==> config.mk <==
export PLATFORM = sky130hd
export DESIGN_NAME = bridge_window_decoder
export DESIGN_NICKNAME = d
export VERILOG_FILES = /design/src/rtl/bwd_pkg.sv /design/src/rtl/bwd_window_expand.sv /design/src/rtl/bwd_range_match.sv /design/src/rtl/bridge_window_decoder.sv
export SDC_FILE = /design/constraint.sdc
export NUM_CORES = 1
export LEC_CHECK = 0
export ABC_AREA = 1
export CAP_MARGIN = 20
export CELL_PAD_IN_SITES_DETAIL_PLACEMENT = 1
export CELL_PAD_IN_SITES_GLOBAL_PLACEMENT = 2
export CORE_UTILIZATION = 38
export DETAILED_ROUTE_END_ITERATION = 6
export DONT_BUFFER_PORTS = 1
export PLACE_DENSITY = 0.91
export SYNTH_ARGS = -nofsm -noshare
export SYNTH_HDL_FRONTEND = slang
export SYNTH_SLANG_ARGS = --single-unit
==> constraint.sdc <==
create_clock -name clk -period 3.7 [get_ports clk]
set_clock_uncertainty 0.05 [all_clocks]
set_input_delay 0.185 -clock clk [delete_from_list [all_inputs] [get_ports clk]]
set_output_delay 0.185 -clock clk [all_outputs]
set_load 0.05 [all_outputs]
==> src/rtl/bwd_pkg.sv <==
package bwd_pkg;
  localparam int ADDR_W    = 64;
  localparam int SIZE_W    = ADDR_W + 1;
  localparam int LO_W      = 16;
  localparam int HI_W      = 32;
  localparam int IO_GRAN   = 12;
  localparam int MEM_GRAN  = 20;
  localparam int IO_UP_W   = 16;
  localparam int NUM_WIN   = 3;

  localparam int WIN_IO   = 0;
  localparam int WIN_MEM  = 1;
  localparam int WIN_PMEM = 2;

  typedef enum logic [1:0] {
    KIND_IO   = 2'b00,
    KIND_MEM  = 2'b01,
    KIND_PMEM = 2'b10,
    KIND_RSVD = 2'b11
  } txn_kind_e;

  typedef struct packed {
    logic [ADDR_W-1:0] base;
    logic [ADDR_W-1:0] limit;
    logic [SIZE_W-1:0] size;
    logic              empty;
  } window_t;
endpackage

==> src/rtl/bwd_window_expand.sv <==
module bwd_window_expand
  import bwd_pkg::*;
#(
  parameter int WIN = WIN_IO
) (
  input  logic [LO_W-1:0] base_lo,
  input  logic [LO_W-1:0] limit_lo,
  input  logic [HI_W-1:0] base_hi,
  input  logic [HI_W-1:0] limit_hi,
  output window_t         win
);
  logic [ADDR_W-1:0] base_w;
  logic [ADDR_W-1:0] limit_w;
  logic              unused_raw;

  assign unused_raw = ^{base_lo, limit_lo, base_hi, limit_hi};

  generate
    if (WIN == WIN_IO) begin : g_io
      // 4 KB granularity, optional 32-bit extension from the upper register
      assign base_w  = {{(ADDR_W-32){1'b0}},
                        (base_lo[0]  ? base_hi[IO_UP_W-1:0]  : {IO_UP_W{1'b0}}),
                        base_lo[7:4], {IO_GRAN{1'b0}}};
      assign limit_w = {{(ADDR_W-32){1'b0}},
                        (limit_lo[0] ? limit_hi[IO_UP_W-1:0] : {IO_UP_W{1'b0}}),
                        limit_lo[7:4], {IO_GRAN{1'b1}}};
    end else if (WIN == WIN_MEM) begin : g_mem
      // 1 MB granularity, 32-bit only
      assign base_w  = {{(ADDR_W-32){1'b0}}, base_lo[LO_W-1:4],  {MEM_GRAN{1'b0}}};
      assign limit_w = {{(ADDR_W-32){1'b0}}, limit_lo[LO_W-1:4], {MEM_GRAN{1'b1}}};
    end else begin : g_pmem
      // 1 MB granularity, optional 64-bit extension
      assign base_w  = {(base_lo[0]  ? base_hi  : {HI_W{1'b0}}),
                        base_lo[LO_W-1:4],  {MEM_GRAN{1'b0}}};
      assign limit_w = {(limit_lo[0] ? limit_hi : {HI_W{1'b0}}),
                        limit_lo[LO_W-1:4], {MEM_GRAN{1'b1}}};
    end
  endgenerate

  always_comb begin
    win.base  = base_w;
    win.limit = limit_w;
    win.empty = (limit_w < base_w);
    if (win.empty) win.size = '0;
    else           win.size = {1'b0, limit_w} + {{ADDR_W{1'b0}}, 1'b1} - {1'b0, base_w};
  end
endmodule

==> src/rtl/bwd_range_match.sv <==
module bwd_range_match
  import bwd_pkg::*;
(
  input  logic [ADDR_W-1:0] base,
  input  logic [ADDR_W-1:0] limit,
  input  logic              empty,
  input  logic              enable,
  input  logic [ADDR_W-1:0] addr,
  output logic              hit
);
  logic above_base;
  logic below_limit;

  assign above_base  = (addr >= base);
  assign below_limit = (addr <= limit);
  assign hit         = enable && !empty && above_base && below_limit;
endmodule

==> src/rtl/bridge_window_decoder.sv <==
module bridge_window_decoder
  import bwd_pkg::*;
(
  input  logic               clk,
  input  logic               rst_n,
  input  logic               io_en,
  input  logic               mem_en,
  input  logic [7:0]         io_base_reg,
  input  logic [7:0]         io_limit_reg,
  input  logic [15:0]        io_base_upper,
  input  logic [15:0]        io_limit_upper,
  input  logic [15:0]        mem_base_reg,
  input  logic [15:0]        mem_limit_reg,
  input  logic [15:0]        pmem_base_reg,
  input  logic [15:0]        pmem_limit_reg,
  input  logic [31:0]        pmem_base_upper,
  input  logic [31:0]        pmem_limit_upper,
  input  logic               req_valid,
  output logic               req_ready,
  input  logic [1:0]         req_kind,
  input  logic [63:0]        req_addr,
  output logic               rsp_valid,
  input  logic               rsp_ready,
  output logic               hit_io,
  output logic               hit_mem,
  output logic               hit_pmem,
  output logic               fwd,
  output logic [63:0]        win_base,
  output logic [63:0]        win_limit,
  output logic [64:0]        win_size
);
  logic [LO_W-1:0]    lo_b   [NUM_WIN];
  logic [LO_W-1:0]    lo_l   [NUM_WIN];
  logic [HI_W-1:0]    hi_b   [NUM_WIN];
  logic [HI_W-1:0]    hi_l   [NUM_WIN];
  logic               win_en [NUM_WIN];
  window_t            win    [NUM_WIN];
  logic [NUM_WIN-1:0] in_range;

  // raw register routing per window
  assign lo_b[WIN_IO]   = {8'h00, io_base_reg};
  assign lo_l[WIN_IO]   = {8'h00, io_limit_reg};
  assign hi_b[WIN_IO]   = {16'h0000, io_base_upper};
  assign hi_l[WIN_IO]   = {16'h0000, io_limit_upper};
  assign lo_b[WIN_MEM]  = mem_base_reg;
  assign lo_l[WIN_MEM]  = mem_limit_reg;
  assign hi_b[WIN_MEM]  = '0;
  assign hi_l[WIN_MEM]  = '0;
  assign lo_b[WIN_PMEM] = pmem_base_reg;
  assign lo_l[WIN_PMEM] = pmem_limit_reg;
  assign hi_b[WIN_PMEM] = pmem_base_upper;
  assign hi_l[WIN_PMEM] = pmem_limit_upper;

  assign win_en[WIN_IO]   = io_en;
  assign win_en[WIN_MEM]  = mem_en;
  assign win_en[WIN_PMEM] = mem_en;

  generate
    for (genvar w = 0; w < NUM_WIN; w++) begin : g_win
      bwd_window_expand #(.WIN(w)) u_expand (
        .base_lo  (lo_b[w]),
        .limit_lo (lo_l[w]),
        .base_hi  (hi_b[w]),
        .limit_hi (hi_l[w]),
        .win      (win[w])
      );
      bwd_range_match u_match (
        .base   (win[w].base),
        .limit  (win[w].limit),
        .empty  (win[w].empty),
        .enable (win_en[w]),
        .addr   (req_addr),
        .hit    (in_range[w])
      );
    end
  endgenerate

  // kind decode, priority and window selection
  txn_kind_e kind;
  logic      is_io;
  logic      is_mem;
  logic      nxt_io;
  logic      nxt_mem;
  logic      nxt_pmem;
  window_t   sel;
  logic      unused_sel;

  always_comb begin
    kind     = txn_kind_e'(req_kind);
    is_io    = (kind == KIND_IO);
    is_mem   = (kind == KIND_MEM) || (kind == KIND_PMEM);
    nxt_io   = in_range[WIN_IO] && is_io;
    nxt_pmem = in_range[WIN_PMEM] && is_mem;
    nxt_mem  = in_range[WIN_MEM] && is_mem && !in_range[WIN_PMEM];
    sel      = '0;
    if (is_io)       sel = win[WIN_IO];
    else if (is_mem) sel = in_range[WIN_PMEM] ? win[WIN_PMEM] : win[WIN_MEM];
  end

  assign unused_sel = sel.empty;

  // single-entry output stage
  logic accept;
  assign req_ready = !rsp_valid || rsp_ready;
  assign accept    = req_valid && req_ready;

  always_ff @(posedge clk or negedge rst_n) begin
    if (!rst_n) begin
      rsp_valid <= 1'b0;
      hit_io    <= 1'b0;
      hit_mem   <= 1'b0;
      hit_pmem  <= 1'b0;
      fwd       <= 1'b0;
      win_base  <= '0;
      win_limit <= '0;
      win_size  <= '0;
    end else if (accept) begin
      rsp_valid <= 1'b1;
      hit_io    <= nxt_io;
      hit_mem   <= nxt_mem;
      hit_pmem  <= nxt_pmem;
      fwd       <= nxt_io || nxt_mem || nxt_pmem;
      win_base  <= sel.base;
      win_limit <= sel.limit;
      win_size  <= sel.size;
    end else if (rsp_ready) begin
      rsp_valid <= 1'b0;
    end
  end
endmodule

# Yosys cells after proc, flatten, opt, wreduce, memory -nomap -nowiden
# Cells that the tools add are included.
# op_classes
add_sub_neg	6
magnitude_cmp	9
n_eq_ne	2
n_mux	12
n_reduce_logical	25
# op_table
cell	count
194-bit 2-to-1 mux	3
65-bit 2-to-1 mux	3
65-bit by 32-bit subtractor with 65-bit output	2
64-bit by 32-bit greater-or-equal comparator with 1-bit output	2
64-bit by 32-bit <= comparator with 1-bit output	2
32-bit by 1-bit adder with 33-bit output (second input constant)	2
64-bit by 1-bit adder with 65-bit output (second input constant)	1
65-bit by 64-bit subtractor with 65-bit output	1
64-bit greater-or-equal comparator	1
64-bit <= comparator	1
32-bit < comparator	2
64-bit < comparator	1
32-bit 2-to-1 mux	2
16-bit 2-to-1 mux	2
1-bit logical AND	14
1-bit logical NOT	5
1-bit logical OR	4
2-bit by 1-bit == test with 1-bit output (second input constant)	1
2-bit == test (second input constant)	1
2-bit logical NOT	1
1-bit 2-to-1 mux	2
2-bit nonzero test	1
# word_totals
reg_bits	198
input_bits	248
output_inout_bits	199
wordCells	62

# Depth between registers and ports, before layout
# Gate-level depths: netlist of run 1.
# depth
depth_word	10
mapped_depth	23

# Modules after synthesis
# From an unflattened synthesis of run 1, not the netlist that was laid out.
# hier_totals
cells_unflattened	6268
area_unflattened_um2	37303.3
# by_module_without_submodules
module	n_inst	cells_per_inst	area_per_inst_um2	seq_area_each_um2
bridge_window_decoder	1	2304	14066.0	4954.8
bwd_range_match at g_win[0].u_match ...	2	566	3424.5	0.0
bwd_window_expand at g_win[2].u_expand	1	1275	6805.3	0.0
bwd_window_expand at g_win[0].u_expand	1	613	3606.0	0.0
bwd_range_match at g_win[1].u_match	1	559	3423.3	0.0
bwd_window_expand at g_win[1].u_expand	1	385	2553.7	0.0

# Worst setup path after synthesis of run 1
# No wires, ideal clock.
# synth_path
kind	input to register
startpoint	input io_limit_reg[0]
endpoint	register win_size[45]
t_arrival_ns	3.103
required_time_ns	3.529
setup_slack_ns	0.426
cell_stages	21
cell_sequence	buf_4 > buf_4 > nand2_1 > inv_1 > nand4_1 > nor3_1 > nand3_1 > nor3_1 > nand3_1 > xor2_1 > ha_1 > nand2_1 > nor2_1 > inv_1 > nor2_1 > nand4_1 > o2111ai_1 > nand2_1 > a31oi_4 > buf_4 > a21oi_1
# synth_between
elab_chain_len	5
word_cells_on_any_way	6
cone_classes	2 x add/sub; 1 x order compare; 3 x mux
# synth_lines
item	line	source
from (decl)	bridge_window_decoder.sv:9	input logic [7:0] io_limit_reg,
16-bit 2-to-1 mux *	bwd_window_expand.sv:25	(limit_lo[0] ? limit_hi[IO_UP_W-1:0] : {IO_UP_W{1'b0}}),
32-bit by 1-bit adder with 33-bit output	bwd_window_expand.sv:45	else win.size = {1'b0, limit_w} + {{ADDR_W{1'b0}}, 1'b1} - {1'b0, base_w};
65-bit by 32-bit subtractor with 65-bit output	bwd_window_expand.sv:45	
65-bit 2-to-1 mux *	bwd_window_expand.sv:44	if (win.empty) win.size = '0;
194-bit 2-to-1 mux *	bridge_window_decoder.sv:96	if (is_io) sel = win[WIN_IO];
to (signal assigned)	bridge_window_decoder.sv:125	win_size <= sel.size;
to (decl)	bridge_window_decoder.sv:30	output logic [64:0] win_size
# Every way passes the cells marked *; elsewhere a longest branch is shown, timed or not.
# A chain may end at the register's enable or synchronous reset.

# Worst setup path in the final report of run 1
# layout_path
startpoint	input pmem_base_reg[0]
endpoint	register win_limit[21]
# layout_between
elab_chain_len	9
word_cells_on_any_way	10
cone_classes	2 x order compare; 4 x mux; 4 x reduce/logical
# layout_lines
item	line	source
from (decl)	bridge_window_decoder.sv:14	input logic [15:0] pmem_base_reg,
32-bit 2-to-1 mux *	bwd_window_expand.sv:33	assign base_w = {(base_lo[0] ? base_hi : {HI_W{1'b0}}),
64-bit < comparator	bwd_window_expand.sv:43	win.empty = (limit_w < base_w);
1-bit logical NOT	bwd_range_match.sv:16	assign hit = enable && !empty && above_base && below_limit;
1-bit logical AND	bwd_range_match.sv:16	
1-bit logical AND * (2 in series)	bwd_range_match.sv:16	
194-bit 2-to-1 mux * (2 in series)	bridge_window_decoder.sv:97	else if (is_mem) sel = in_range[WIN_PMEM] ? win[WIN_PMEM] : win[WIN_MEM];
194-bit 2-to-1 mux *	bridge_window_decoder.sv:96	
to (signal assigned)	bridge_window_decoder.sv:124	win_limit <= sel.limit;
to (decl)	bridge_window_decoder.sv:29	output logic [63:0] win_limit,
# Marks and branches as above.

==> impl_results.md, run 1 <==
- Status: finished, violations left
- Failing checks: negative hold slack
- DR iter-0 viols: 1696
- First-pass GRT wire length: 134300 µm
- Flop-to-flop setup slack: 390 ps
- CP max stage cell: dlygate4sd3_1
- Initial DRT Pass Iterations: 7
- Worst path bufs/invs: 6
- Area Overhead vs Synth: 13.45%
- Total die area: 51570 µm²
- Dpl hpwl: 72780 µm
- Skew-Pair Late Insertion Delay: 490 ps
- Mapped Cells: 2846
- Crit path largest cell delay: 590 ps
- DRT antenna net count: 0
- Slew Limit Fails: 0
- CP top delay family: buffers and inverters
- Drt drc: 0
- Synthesized area: 19250 µm²
- Critical path capture point type: register
- Finished Cell Area: 21840 µm²
- Vias in the first global route: 21750
- CTS clk-pin slew, worst paths: 80 ps
- Peak VDD IR: 0.3389 mV
- Layout cells sized above 1: 4.739%
- Final hold slack: -675.9 ps
- Worst min path class: in -> async
- Final min period: 3582 ps
- Worst Setup Path Type: in -> reg
- Width of the die: 227.1 µm
- CP startpoint kind: primary input
- Root Buffer: clkbuf_16
- Final hold vios: 163
- Initial core utilization: 38.45%
- CTS tree: yes
- CP Max Fanout: 55
- Final nets: 3511
- Post-Route WL: 90630 µm
- IO buf count: 0
- EDFF count, synth: 0
- Crit-path most repeated cell: nand2_1
- Vias: 21190
- Area of placed instances: 19960 µm²
- Register area share after synthesis: 21.19%
- Top cells by area, synth: dfrtp_1 (21%), ha_1 (20%), nand2_1 (15%)
- Slew @ Worst Pin: 860.1 ps
- Post-synth top area share: 21.19%
- PwrDens: 347.4 nW/µm²
- #FFs+latches synth: 163
- Top_reg_cell synth: dfrtp_1
- Total CTS buffers: 17
- Most frequent cells in the layout: nand2_1 (768), inv_1 (313), ha_1 (302), nor2_1 (233), a21oi_1 (218)
- CTS max path bufs: 2
- Cell taking the most area after synthesis: dfrtp_1
- Critical Path RT: 4040 ps
- Slew margin rel.: 42.66%
- Inst Count DP: 3474
- Fill count: 6544
- Arrival @ worst endpoint: 3920 ps
- Pin count of the biggest net entering global routing: 164
- GRT Util Overall: 34.94%
- CTS Sinks: 163
- Period utilization: 96.81%
- Dpl ws: 128.4 ps
- # IOs: 447
- Util after Layout: 43.63%
- Yosys warns: 0
- GP Congestion: 0.9833
- Leak: 11.01 nW
- Async set-reset flop share out of synthesis: 100.0%
- Yosys cell types: 53
- WL/cell: 24.99 µm
- Vias per std cell: 5.843
- Final Total Pwr: 7.589 mW
- Antenna violations before repair: 2
- Critical path cell sequence: dlygate4sd3_1, nand2_1, ha_1, nand2_1, inv_1, nand3_2, or2_2, nor3_1, nand2_1, nand4_1, buf_4, nand3_4, buf_12, buf_4, o211ai_1, dlygate4sd3_1, nand2_1
- Max_cap viols: 0
- CTS Hold Buffers Added: 117
- Commonest non-fill, non-tap cell in the layout: nand2_1
- Endpoints failing setup: 0
- Die height: 227.1 µm
- Final worst setup slack: 118.1 ps
- Row Count: 82
- Core area: 50070 µm²
- Antenna cells: 0
- Max Fclk: 0.2792 GHz
- Mean Syn Cell Area: 6.765 µm²
- TNS Setup: 0 ps
- Fin cells: 3626
- Grt ovf: 0
- CTS H-Tree Depth: 4
-- worst paths after layout --
| path | start | end | depth (start not counted) |
|---|---|---|---|
| worst max-delay path | pmem_base_reg[0] | win_limit[21]$_DFFE_PN0P_ | 17 |
| worst min-delay path | rst_n | win_limit[46]$_DFFE_PN0P_ | 0 |
| worst max register to register | rsp_valid$_DFFE_PN0P_ | win_limit[20]$_DFFE_PN0P_ | 9 |
| worst min register to register | win_limit[42]$_DFFE_PN0P_ | win_limit[42]$_DFFE_PN0P_ | 2 |
| max in group asynchronous | rst_n | win_base[29]$_DFFE_PN0P_ | 0 |
| min in group clk | pmem_limit_upper[2] | win_limit[34]$_DFFE_PN0P_ | 4 |
-- cells by family after synthesis --
family	after synthesis	share of synthesized area, %
compound gates	500	14.93
fa+ha+maj	322	21.67
simple gates	1376	30.30
other cells	1	0.01948
xor+xnor	53	2.411
flops	163	21.19
buf+inv	431	9.494
-- Yosys cell counts (2+ instances only) --
master and count:
ha_1 303, buf_2 9, o2111ai_1 2, a21oi_4 2, nor2_1 236, o21ai_0 140, a22oi_1 13, o21ai_1 13
dfrtp_1 163, nor3_1 34, a21oi_1 220, a21o_1 9, fa_1 19, nand3_4 2, inv_2 7, xor2_1 38
a31oi_4 2, clkinv_1 2, buf_4 47, buf_1 9, nor4_1 14, o211ai_1 43, nand3_1 212, nor2_4 2
a21boi_0 3, inv_1 314, xnor2_1 15, buf_6 3, a31oi_1 9, nor2_2 4, nand2_2 7, o21bai_1 9
or2_2 14, nand4_1 67, a22o_1 2, nand2_1 770, nand3b_1 11, o21ai_2 6, a211oi_1 5, o21a_1 13
clkbuf_1 40, o31ai_1 2
-- registers in the layout (all words and copies together) (netlist names) --
name and count:
hit_mem 1, rsp_valid 1, fwd 1, win_base 52
hit_pmem 1, hit_io 1, win_limit 53, win_size 53
-- layer usage --
metal,vias to the layer above,share of wire [%],track usage (%)
li1,9661,-,-
met4,4,5.3,17.58
met5,-,0.030,0
met2,847,46,57.19
met1,10410,41,42.93
met3,266,7.0,7.976
-- cell type report --
cell class	count	area (µm²)	area share (%)
multi-input combinational	2275	13510	61.83
sequential	163	4083	18.69
timing repair buffer	161	1598	7.315
inverter	323	1216	5.568
tap	672	840.8	3.849
clock buffer	21	450.4	2.062
clock inverter	11	150.1	0.6874
-- timing repair --
item,4_1_cts,5_1_grt
gates resized for setup,0,21
endpoints found under the setup margin,0,45
hold endpoints to repair,238,163
buffers inserted,0,3
-- worst reg2reg max path, stage by stage, from the launching register on --
cell	delay, ps
dfrtp_1	650
nand2_1	210
nand2_4	370
buf_4	450
nor2_2	80
inv_1	560
a21oi_1	90
o21ai_1	150
dlygate4sd3_1	570
nand2_1	50
-- power breakdown --
| group | leakage, nW | switching [mW] | internal (mW) | total (mW) |
|---|---|---|---|---|
| clock network | 0.288 | 0.885 | 1.08 | 1.97 |
| logic | 8.56 | 1.94 | 0.974 | 2.91 |
| registers | 2.16 | 0.772 | 1.93 | 2.71 |
| total | 11.0 | 3.60 | 3.99 | 7.59 |
No activity file was read; power rests on OpenSTA's default activity.
==> inputs of run 2 (changes only) <==
--- a/config.mk
+++ b/config.mk
@@ -6,13 +6,14 @@
 export NUM_CORES = 1
 export LEC_CHECK = 0
 export ABC_AREA = 1
+export BUFFER_PORTS_ARGS = -buffer_cell sky130_fd_sc_hd__buf_2
 export CAP_MARGIN = 20
 export CELL_PAD_IN_SITES_DETAIL_PLACEMENT = 1
 export CELL_PAD_IN_SITES_GLOBAL_PLACEMENT = 2
-export CORE_UTILIZATION = 38
+export CORE_UTILIZATION = 33
 export DETAILED_ROUTE_END_ITERATION = 6
-export DONT_BUFFER_PORTS = 1
-export PLACE_DENSITY = 0.91
+export PLACE_DENSITY = 0.93
+export SLEW_MARGIN = 20
 export SYNTH_ARGS = -nofsm -noshare
 export SYNTH_HDL_FRONTEND = slang
 export SYNTH_SLANG_ARGS = --single-unit
==> impl_results.md, run 2 (same netlist as run 1, synthesis figures left out) <==
- Period utilization: 90.65% (was 96.81%)
- Critical path capture point type: register (unchanged)
- Total CTS buffers: 17 (unchanged)
- Multi-input gate area: 13440 µm² (was 13510 µm²)
- Slew @ Worst Pin: 914.1 ps (was 860.1 ps)
- Antenna violations before repair: 7 (was 2)
- Fill count: 7727 (was 6544)
- FF-to-FF Start: rsp_valid$_DFFE_PN0P_ (unchanged)
- RSZ-0062 raised after global routing: false
- Fin cells: 4064 (was 3626)
- Initial core utilization: 33.37% (was 38.45%)
- Arrival @ worst endpoint: 3670 ps (was 3920 ps)
- Finished Cell Area: 23230 µm² (was 21840 µm²)
- Final min period: 3354 ps (was 3582 ps)
- Regs by FF count: win_limit: 53 flops, win_size: 53 flops, win_base: 52 flops (unchanged)
- CTS clk-pin slew, worst paths: 70 ps (was 80 ps)
- Peak VDD IR: 0.4044 mV (was 0.3389 mV)
- Area of placed instances: 22260 µm² (was 19960 µm²)
- Width of the die: 243.5 µm (was 227.1 µm)
- WL/cell: 21.47 µm (was 24.99 µm)
- DR iter-0 viols: 1540 (was 1696)
- CTS max path bufs: 2 (unchanged)
- Layout cells sized above 1: 16.52% (was 4.739%)
- Dpl hpwl: 72980 µm (was 72780 µm)
- Worst min path class: in -> reg (was in -> async)
- Reg2reg end: win_base[18]$_DFFE_PN0P_ (was win_limit[20]$_DFFE_PN0P_)
- Hold Startpoint: pmem_limit_upper[18]
- Reg2Reg Depth: 6 (was 9)
- WL met2: 41750 µm (was 41940 µm)
- Max Fclk: 0.2982 GHz (was 0.2792 GHz)
- Inst Count DP: 3990 (was 3474)
- CP top delay family: compound AO/OA/AOI/OAI gates (was buffers and inverters)
- CP max stage cell: dlygate4sd3_1 (unchanged)
- WL met3: 4426 µm (was 6318 µm)
- Reg area: 4079 µm² (was 4083 µm²)
- CP startpoint kind: primary input (unchanged)
- Root Buffer: clkbuf_16 (unchanged)
- Drt drc: 1 (was 0)
- Initial DRT Pass Iterations: 7 (unchanged)
- Area Overhead vs Synth: 20.67% (was 13.45%)
- Final hold vios: 0 (was 163)
- CTS tree: yes (unchanged)
- TNS Setup: 0 ps (unchanged)
- GP Congestion: 0.9708 (was 0.9833)
- Vias per std cell: 5.340 (was 5.843)
- Row Count: 88 (was 82)
- PwrDens: 338.4 nW/µm² (was 347.4 nW/µm²)
- Post-CTS setup buffer count: 0 (unchanged)
- Commonest non-fill, non-tap cell in the layout: nand2_1 (unchanged)
- Crit-path most repeated cell: nand2_1 (unchanged)
- Failing checks: design-rule violations (was negative hold slack)
- Slew margin rel.: 38.69% (was 42.66%)
- Slew Limit Fails: 0 (unchanged)
- Status: finished, violations left (unchanged)
- # IOs: 447 (unchanged)
- Max_cap viols: 0 (unchanged)
- Critical Path RT: 4020 ps (was 4040 ps)
- First-pass GRT wire length: 132000 µm (was 134300 µm)
- Endpoints failing setup: 0 (unchanged)
- Final nets: 3849 (was 3511)
- Skew-Pair Late Insertion Delay: 500 ps (was 490 ps)
- Grt ovf: 0 (unchanged)
- Vias: 21700 (was 21190)
- Most frequent cells in the layout: nand2_1 (769), buf_2 (401), inv_1 (313), ha_1 (303), nor2_1 (235) (was nand2_1 (768), inv_1 (313), ha_1 (302), nor2_1 (233), a21oi_1 (218))
- Total die area: 59310 µm² (was 51570 µm²)
- CP Max Fanout: 3 (was 55)
- Critical path cell sequence: dlygate4sd3_1, buf_2, inv_1, ha_1, inv_1, fa_1, ha_1, or2_2, a21oi_1, o21ai_1, a21boi_0, nand2_1, nand2_1, o21ai_0, nand2_1, a21oi_1 (was dlygate4sd3_1, nand2_1, ha_1, nand2_1, inv_1, nand3_2, or2_2, nor3_1, nand2_1, nand4_1, buf_4, nand3_4, buf_12, buf_4, o211ai_1, dlygate4sd3_1, nand2_1)
- DRT antenna net count: 0 (unchanged)
- Hold EP: win_limit[50]$_DFFE_PN0P_
- Worst path bufs/invs: 4 (was 6)
- Post-Route WL: 87250 µm (was 90630 µm)
- IO buf count: 402 (was 0)
- Leak: 12.56 nW (was 11.01 nW)
- CTS H-Tree Depth: 4 (unchanged)
- Crit path largest cell delay: 510 ps (was 590 ps)
- Hold Crit Depth: 5
- Met1 WL: 38260 µm (was 37520 µm)
- Core area: 57700 µm² (was 50070 µm²)
- CTS Sinks: 163 (unchanged)
- Worst path depth: 16 (was 17)
- Vias in the first global route: 21870 (was 21750)
- Pin count of the biggest net entering global routing: 75 (was 164)
- GRT Util Overall: 29.16% (was 34.94%)
- Flop-to-flop setup slack: 1230 ps (was 390 ps)
- Top sig layer: met4 (was met5)
- Die height: 243.5 µm (was 227.1 µm)
- Worst Setup Path Type: in -> reg (unchanged)
==> run 2: cell count changes in the layout (fill, tap and decap cells not counted), moves of 3 or more <==
| cell | delta |
|---|---|
| dlygate4sd3_1 | -81 |
| diode_2 | +7 |
| buf_12 | +3 |
| buf_4 | +18 |
| buf_2 | +401 |
==> run 2: routing by layer <==
layer / vias to the layer above / global-route usage, %
met5: - / 0
met4: 0 / 10.06
met3: 129 / 4.043
met2: 656 / 49.39
met1: 10580 / 37.77
li1: 10340 / -
==> run 2: how the worst max path moves through the flow <==
stage                          endpoint  slack, ps         startpoint
2_1_floorplan  win_size[45]$_DFFE_PN0P_        430    io_limit_reg[0]
3_3_place_gp   win_size[32]$_DFFE_PN0P_         40    io_limit_reg[5]
5_1_grt        win_size[46]$_DFFE_PN0P_         40  pmem_limit_reg[6]
4_1_cts        win_size[42]$_DFFE_PN0P_        270  pmem_limit_reg[6]
6_report       win_size[42]$_DFFE_PN0P_        350  pmem_limit_reg[4]
3_5_place_dp   win_size[35]$_DFFE_PN0P_         20    io_limit_reg[5]
==> run 2: power breakdown <==
group	leakage [nW]	total, mW	switching (mW)	internal [mW]
registers	2.16	2.05	0.107	1.95
logic	10.1	3.85	2.73	1.12
clock network	0.288	1.96	0.871	1.09
==> run 2: repair_timing <==
item	CTS	global route
endpoints found under the hold margin	83	0
resized for setup	0	2
hold buffers	35	0
endpoints found under the setup margin	0	3
==> run 2: stage by stage <==
| stage | setup slack, ps | total power [mW] | util (%) | hold slack [ps] |
|---|---|---|---|---|
| floorplan | 425.6 | 4.578 | - | -160.6 |
| global placement | 42.74 | 5.796 | 38.59 | 154.5 |
| detailed placement | 19.53 | 5.856 | 38.59 | 149.2 |
| CTS | 266.6 | 7.873 | 40.24 | 3.539 |
| global route | 37.46 | 8.288 | 40.27 | 13.91 |
| finish | 346.0 | 7.862 | 40.27 | 24.48 |
==> run 2: layout make-up <==
class                   instances  area share [%]
multi-input cells            2275           57.86
flip-flops and latches        163           17.56
repair buffers                499           12.58
inverters                     323           5.219
well taps                     765           4.120
clock buffers                  22           1.955
clock inverters                10          0.6355
diodes                          7         0.07540
==> run 2: worst min-delay path, stage by stage <==
cell     delay [ps]
buf_2            70
nand2_1          60
inv_1            90
nand3_1          80
nand2_1          60
==> inputs of run 3 (changes only) <==
--- a/config.mk
+++ b/config.mk
@@ -6,13 +6,13 @@
 export NUM_CORES = 1
 export LEC_CHECK = 0
 export ABC_AREA = 1
-export BUFFER_PORTS_ARGS = -buffer_cell sky130_fd_sc_hd__buf_2
 export CAP_MARGIN = 20
 export CELL_PAD_IN_SITES_DETAIL_PLACEMENT = 1
 export CELL_PAD_IN_SITES_GLOBAL_PLACEMENT = 2
-export CORE_UTILIZATION = 33
+export CORE_UTILIZATION = 38
 export DETAILED_ROUTE_END_ITERATION = 6
-export PLACE_DENSITY = 0.93
+export DONT_BUFFER_PORTS = 1
+export PLACE_DENSITY = 0.91
 export SLEW_MARGIN = 20
 export SYNTH_ARGS = -nofsm -noshare
 export SYNTH_HDL_FRONTEND = slang
==> constraint.sdc (replaced) <==
create_clock -name clk -period 3.7 [get_ports clk]
set_clock_uncertainty 0.05 [all_clocks]
set_input_delay 0.74 -clock clk [delete_from_list [all_inputs] [get_ports clk]]
set_output_delay 0.74 -clock clk [all_outputs]
set_load 0.05 [all_outputs]
==> impl_results.md, run 3 (same netlist as run 1, synthesis figures left out) <==
- PwrDens: 348.0 nW/µm² (was 338.4 nW/µm²)
- Vias: 21090 (was 21700)
- WL met2: 41520 µm (was 41750 µm)
- Die height: 227.1 µm (was 243.5 µm)
- WL met3: 6174 µm (was 4426 µm)
- CP Max Fanout: 24 (was 3)
- CTS tree: yes (unchanged)
- Worst Setup Path Type: in -> reg (unchanged)
- GP Congestion: 0.9957 (was 0.9708)
- Max_cap viols: 0 (unchanged)
- Antenna violations before repair: 4 (was 7)
- Status: finished, violations left (unchanged)
- Layout cells sized above 1: 10.42% (was 16.52%)
- First-pass GRT wire length: 132200 µm (was 132000 µm)
- CTS H-Tree Depth: 4 (unchanged)
- Final min period: 3480 ps (was 3354 ps)
- Failing checks: negative hold slack (was design-rule violations)
- Crit path largest cell delay: 360 ps (was 510 ps)
- Arrival @ worst endpoint: 3850 ps (was 3670 ps)
- # IOs: 447 (unchanged)
- WL/cell: 24.28 µm (was 21.47 µm)
- Area Overhead vs Synth: 14.05% (was 20.67%)
- Core area: 50070 µm² (was 57700 µm²)
- Row Count: 82 (was 88)
- Critical Path RT: 4070 ps (was 4020 ps)
- Vias per std cell: 5.706 (was 5.340)
- Initial core utilization: 38.45% (was 33.37%)
- Pin count of the biggest net entering global routing: 164 (was 75)
- Initial DRT Pass Iterations: 6 (was 7)
- Critical path cell sequence: nand2_1, ha_1, nand4_1, nor3_1, nand3_1, nor2_1, nand4_1, a21oi_4, nand2_2, nor2_4, nand2_2, nor2_4, inv_2, o21ai_0 (was dlygate4sd3_1, buf_2, inv_1, ha_1, inv_1, fa_1, ha_1, or2_2, a21oi_1, o21ai_1, a21boi_0, nand2_1, nand2_1, o21ai_0, nand2_1, a21oi_1)
- CTS clk-pin slew, worst paths: 70 ps (about the same)
- Dpl hpwl: 75960 µm (was 72980 µm)
- RSZ-0062 raised after global routing: false (unchanged)
- CTS Sinks: 163 (unchanged)
- Root Buffer: clkbuf_16 (unchanged)
- Total die area: 51570 µm² (was 59310 µm²)
- Regs by FF count: win_limit: 53 flops, win_size: 53 flops, win_base: 52 flops (unchanged)
- Vias in the first global route: 21670 (was 21870)
- Met1 WL: 38020 µm (was 38260 µm)
- Slew Limit Fails: 0 (unchanged)
- CP max stage cell: nor3_1 (was dlygate4sd3_1)
- Slew margin rel.: 41.20% (was 38.69%)
- Fill count: 6636 (was 7727)
- Finished Cell Area: 21960 µm² (was 23230 µm²)
- CP top delay family: simple AND/OR/NAND/NOR gates (was compound AO/OA/AOI/OAI gates)
- CTS max path bufs: 2 (unchanged)
- Top sig layer: met5 (was met4)
- IO buf count: 0 (was 402)
- Total CTS buffers: 17 (unchanged)
- Final nets: 3579 (was 3849)
- Final hold slack: -134.2 ps (was 24.48 ps)
- Period utilization: 94.06% (was 90.65%)
- Critical path capture point type: register (unchanged)
- Post-Route WL: 89740 µm (was 87250 µm)
- Leak: 11.43 nW (was 12.56 nW)
- Post-CTS setup buffer count: 0 (unchanged)
- Multi-input gate area: 13450 µm² (was 13440 µm²)
- GRT Util Overall: 34.70% (was 29.16%)
- Grt ovf: 0 (unchanged)
- Commonest non-fill, non-tap cell in the layout: nand2_1 (unchanged)
- Reg area: 4083 µm² (was 4079 µm²)
- Most frequent cells in the layout: nand2_1 (769), inv_1 (313), ha_1 (303), nor2_1 (235), buf_4 (223) (was nand2_1 (769), buf_2 (401), inv_1 (313), ha_1 (303), nor2_1 (235))
- Final hold vios: 163 (was 0)
- Peak VDD IR: 0.3210 mV (was 0.4044 mV)
- Drt drc: 0 (was 1)
- CP startpoint kind: primary input (unchanged)
- Skew-Pair Late Insertion Delay: 500 ps (about the same)
- Worst path bufs/invs: 1 (was 4)
- Slew @ Worst Pin: 876.6 ps (was 914.1 ps)
- Area of placed instances: 21390 µm² (was 22260 µm²)
- Worst min path class: in -> async (was in -> reg)
- Max Fclk: 0.2874 GHz (was 0.2982 GHz)
- Endpoints failing setup: 0 (unchanged)
- DR iter-0 viols: 1434 (was 1540)
- Width of the die: 227.1 µm (was 243.5 µm)
- DRT antenna net count: 0 (unchanged)
[run 3: worst paths after layout]
| check | start | end | slack [ps] | depth (start not counted) |
|---|---|---|---|---|
| worst min-delay path | rst_n | win_base[39]$_DFFE_PN0P_ | -130 | 0 |
| max in group asynchronous | rst_n | win_limit[11]$_DFFE_PN0P_ | 3420 | 0 |
| worst max register to register | rsp_valid$_DFFE_PN0P_ | win_limit[15]$_DFFE_PN0P_ | 940 | 6 |
| worst min register to register | win_base[43]$_DFFE_PN0P_ | win_base[43]$_DFFE_PN0P_ | 750 | 2 |
| worst max-delay path | pmem_limit_upper[13] | win_base[33]$_DFFE_PN0P_ | 220 | 14 |
| min in group clk | io_base_reg[4] | win_base[12]$_DFFE_PN0P_ | 320 | 1 |
[run 3: worst register-to-register path: cells and delay by family, from the launching register on]
kind,cells,cell delay (ps)
buf+inv,2,1030
simple gates,3,460
flops,1,560
compound gates,1,540
[run 3: metal layers]
| layer | up-vias | global-route usage (%) |
|---|---|---|
| met4 | 4 | 15.61 |
| met1 | 10360 | 43.33 |
| met2 | 746 | 56.77 |
| li1 | 9785 | - |
| met3 | 194 | 7.899 |
| met5 | - | 0 |
[run 3: timing repair]
item                                    4_1_cts  5_1_grt
resized for setup                             0        0
endpoints found under the hold margin       163      163
endpoints found under the setup margin        0        0
[run 3: layout make-up]
cell class	instances	area share, %
Antenna cell	2	0.02279
Tap cell	672	3.829
Clock buffer	19	2.017
Timing Repair Buffer	229	8.205
Inverter	323	5.521
Sequential cell	163	18.59
Clock inverter	13	0.5470
Multi-Input combinational cell	2275	61.26
[run 3: metrics by stage]
step | worst slack, ps | cells | setup TNS, ps | utilization, % | power, mW
2_1_floorplan | 2.456 | 2869 | 0 | - | 4.578
3_3_place_gp | -92.02 | 3662 | -840.5 | 42.72 | 5.660
3_5_place_dp | -165.5 | 3662 | -11600 | 42.72 | 5.774
4_1_cts | 328.0 | 3694 | 0 | 43.85 | 7.626
5_1_grt | 16.05 | 3695 | 0 | 43.85 | 8.023
6_report | 219.9 | 3696 | 0 | 43.86 | 7.641
[run 3: power breakdown]
| part | internal (mW) | leakage (nW) | total (mW) | switching, mW |
|---|---|---|---|---|
| clock | 0.899 | 0.272 | 1.83 | 0.935 |
| sequential | 1.93 | 2.16 | 2.70 | 0.769 |
| combinational | 1.11 | 9.01 | 3.10 | 2.00 |
| total | 3.94 | 11.4 | 7.64 | 3.70 |
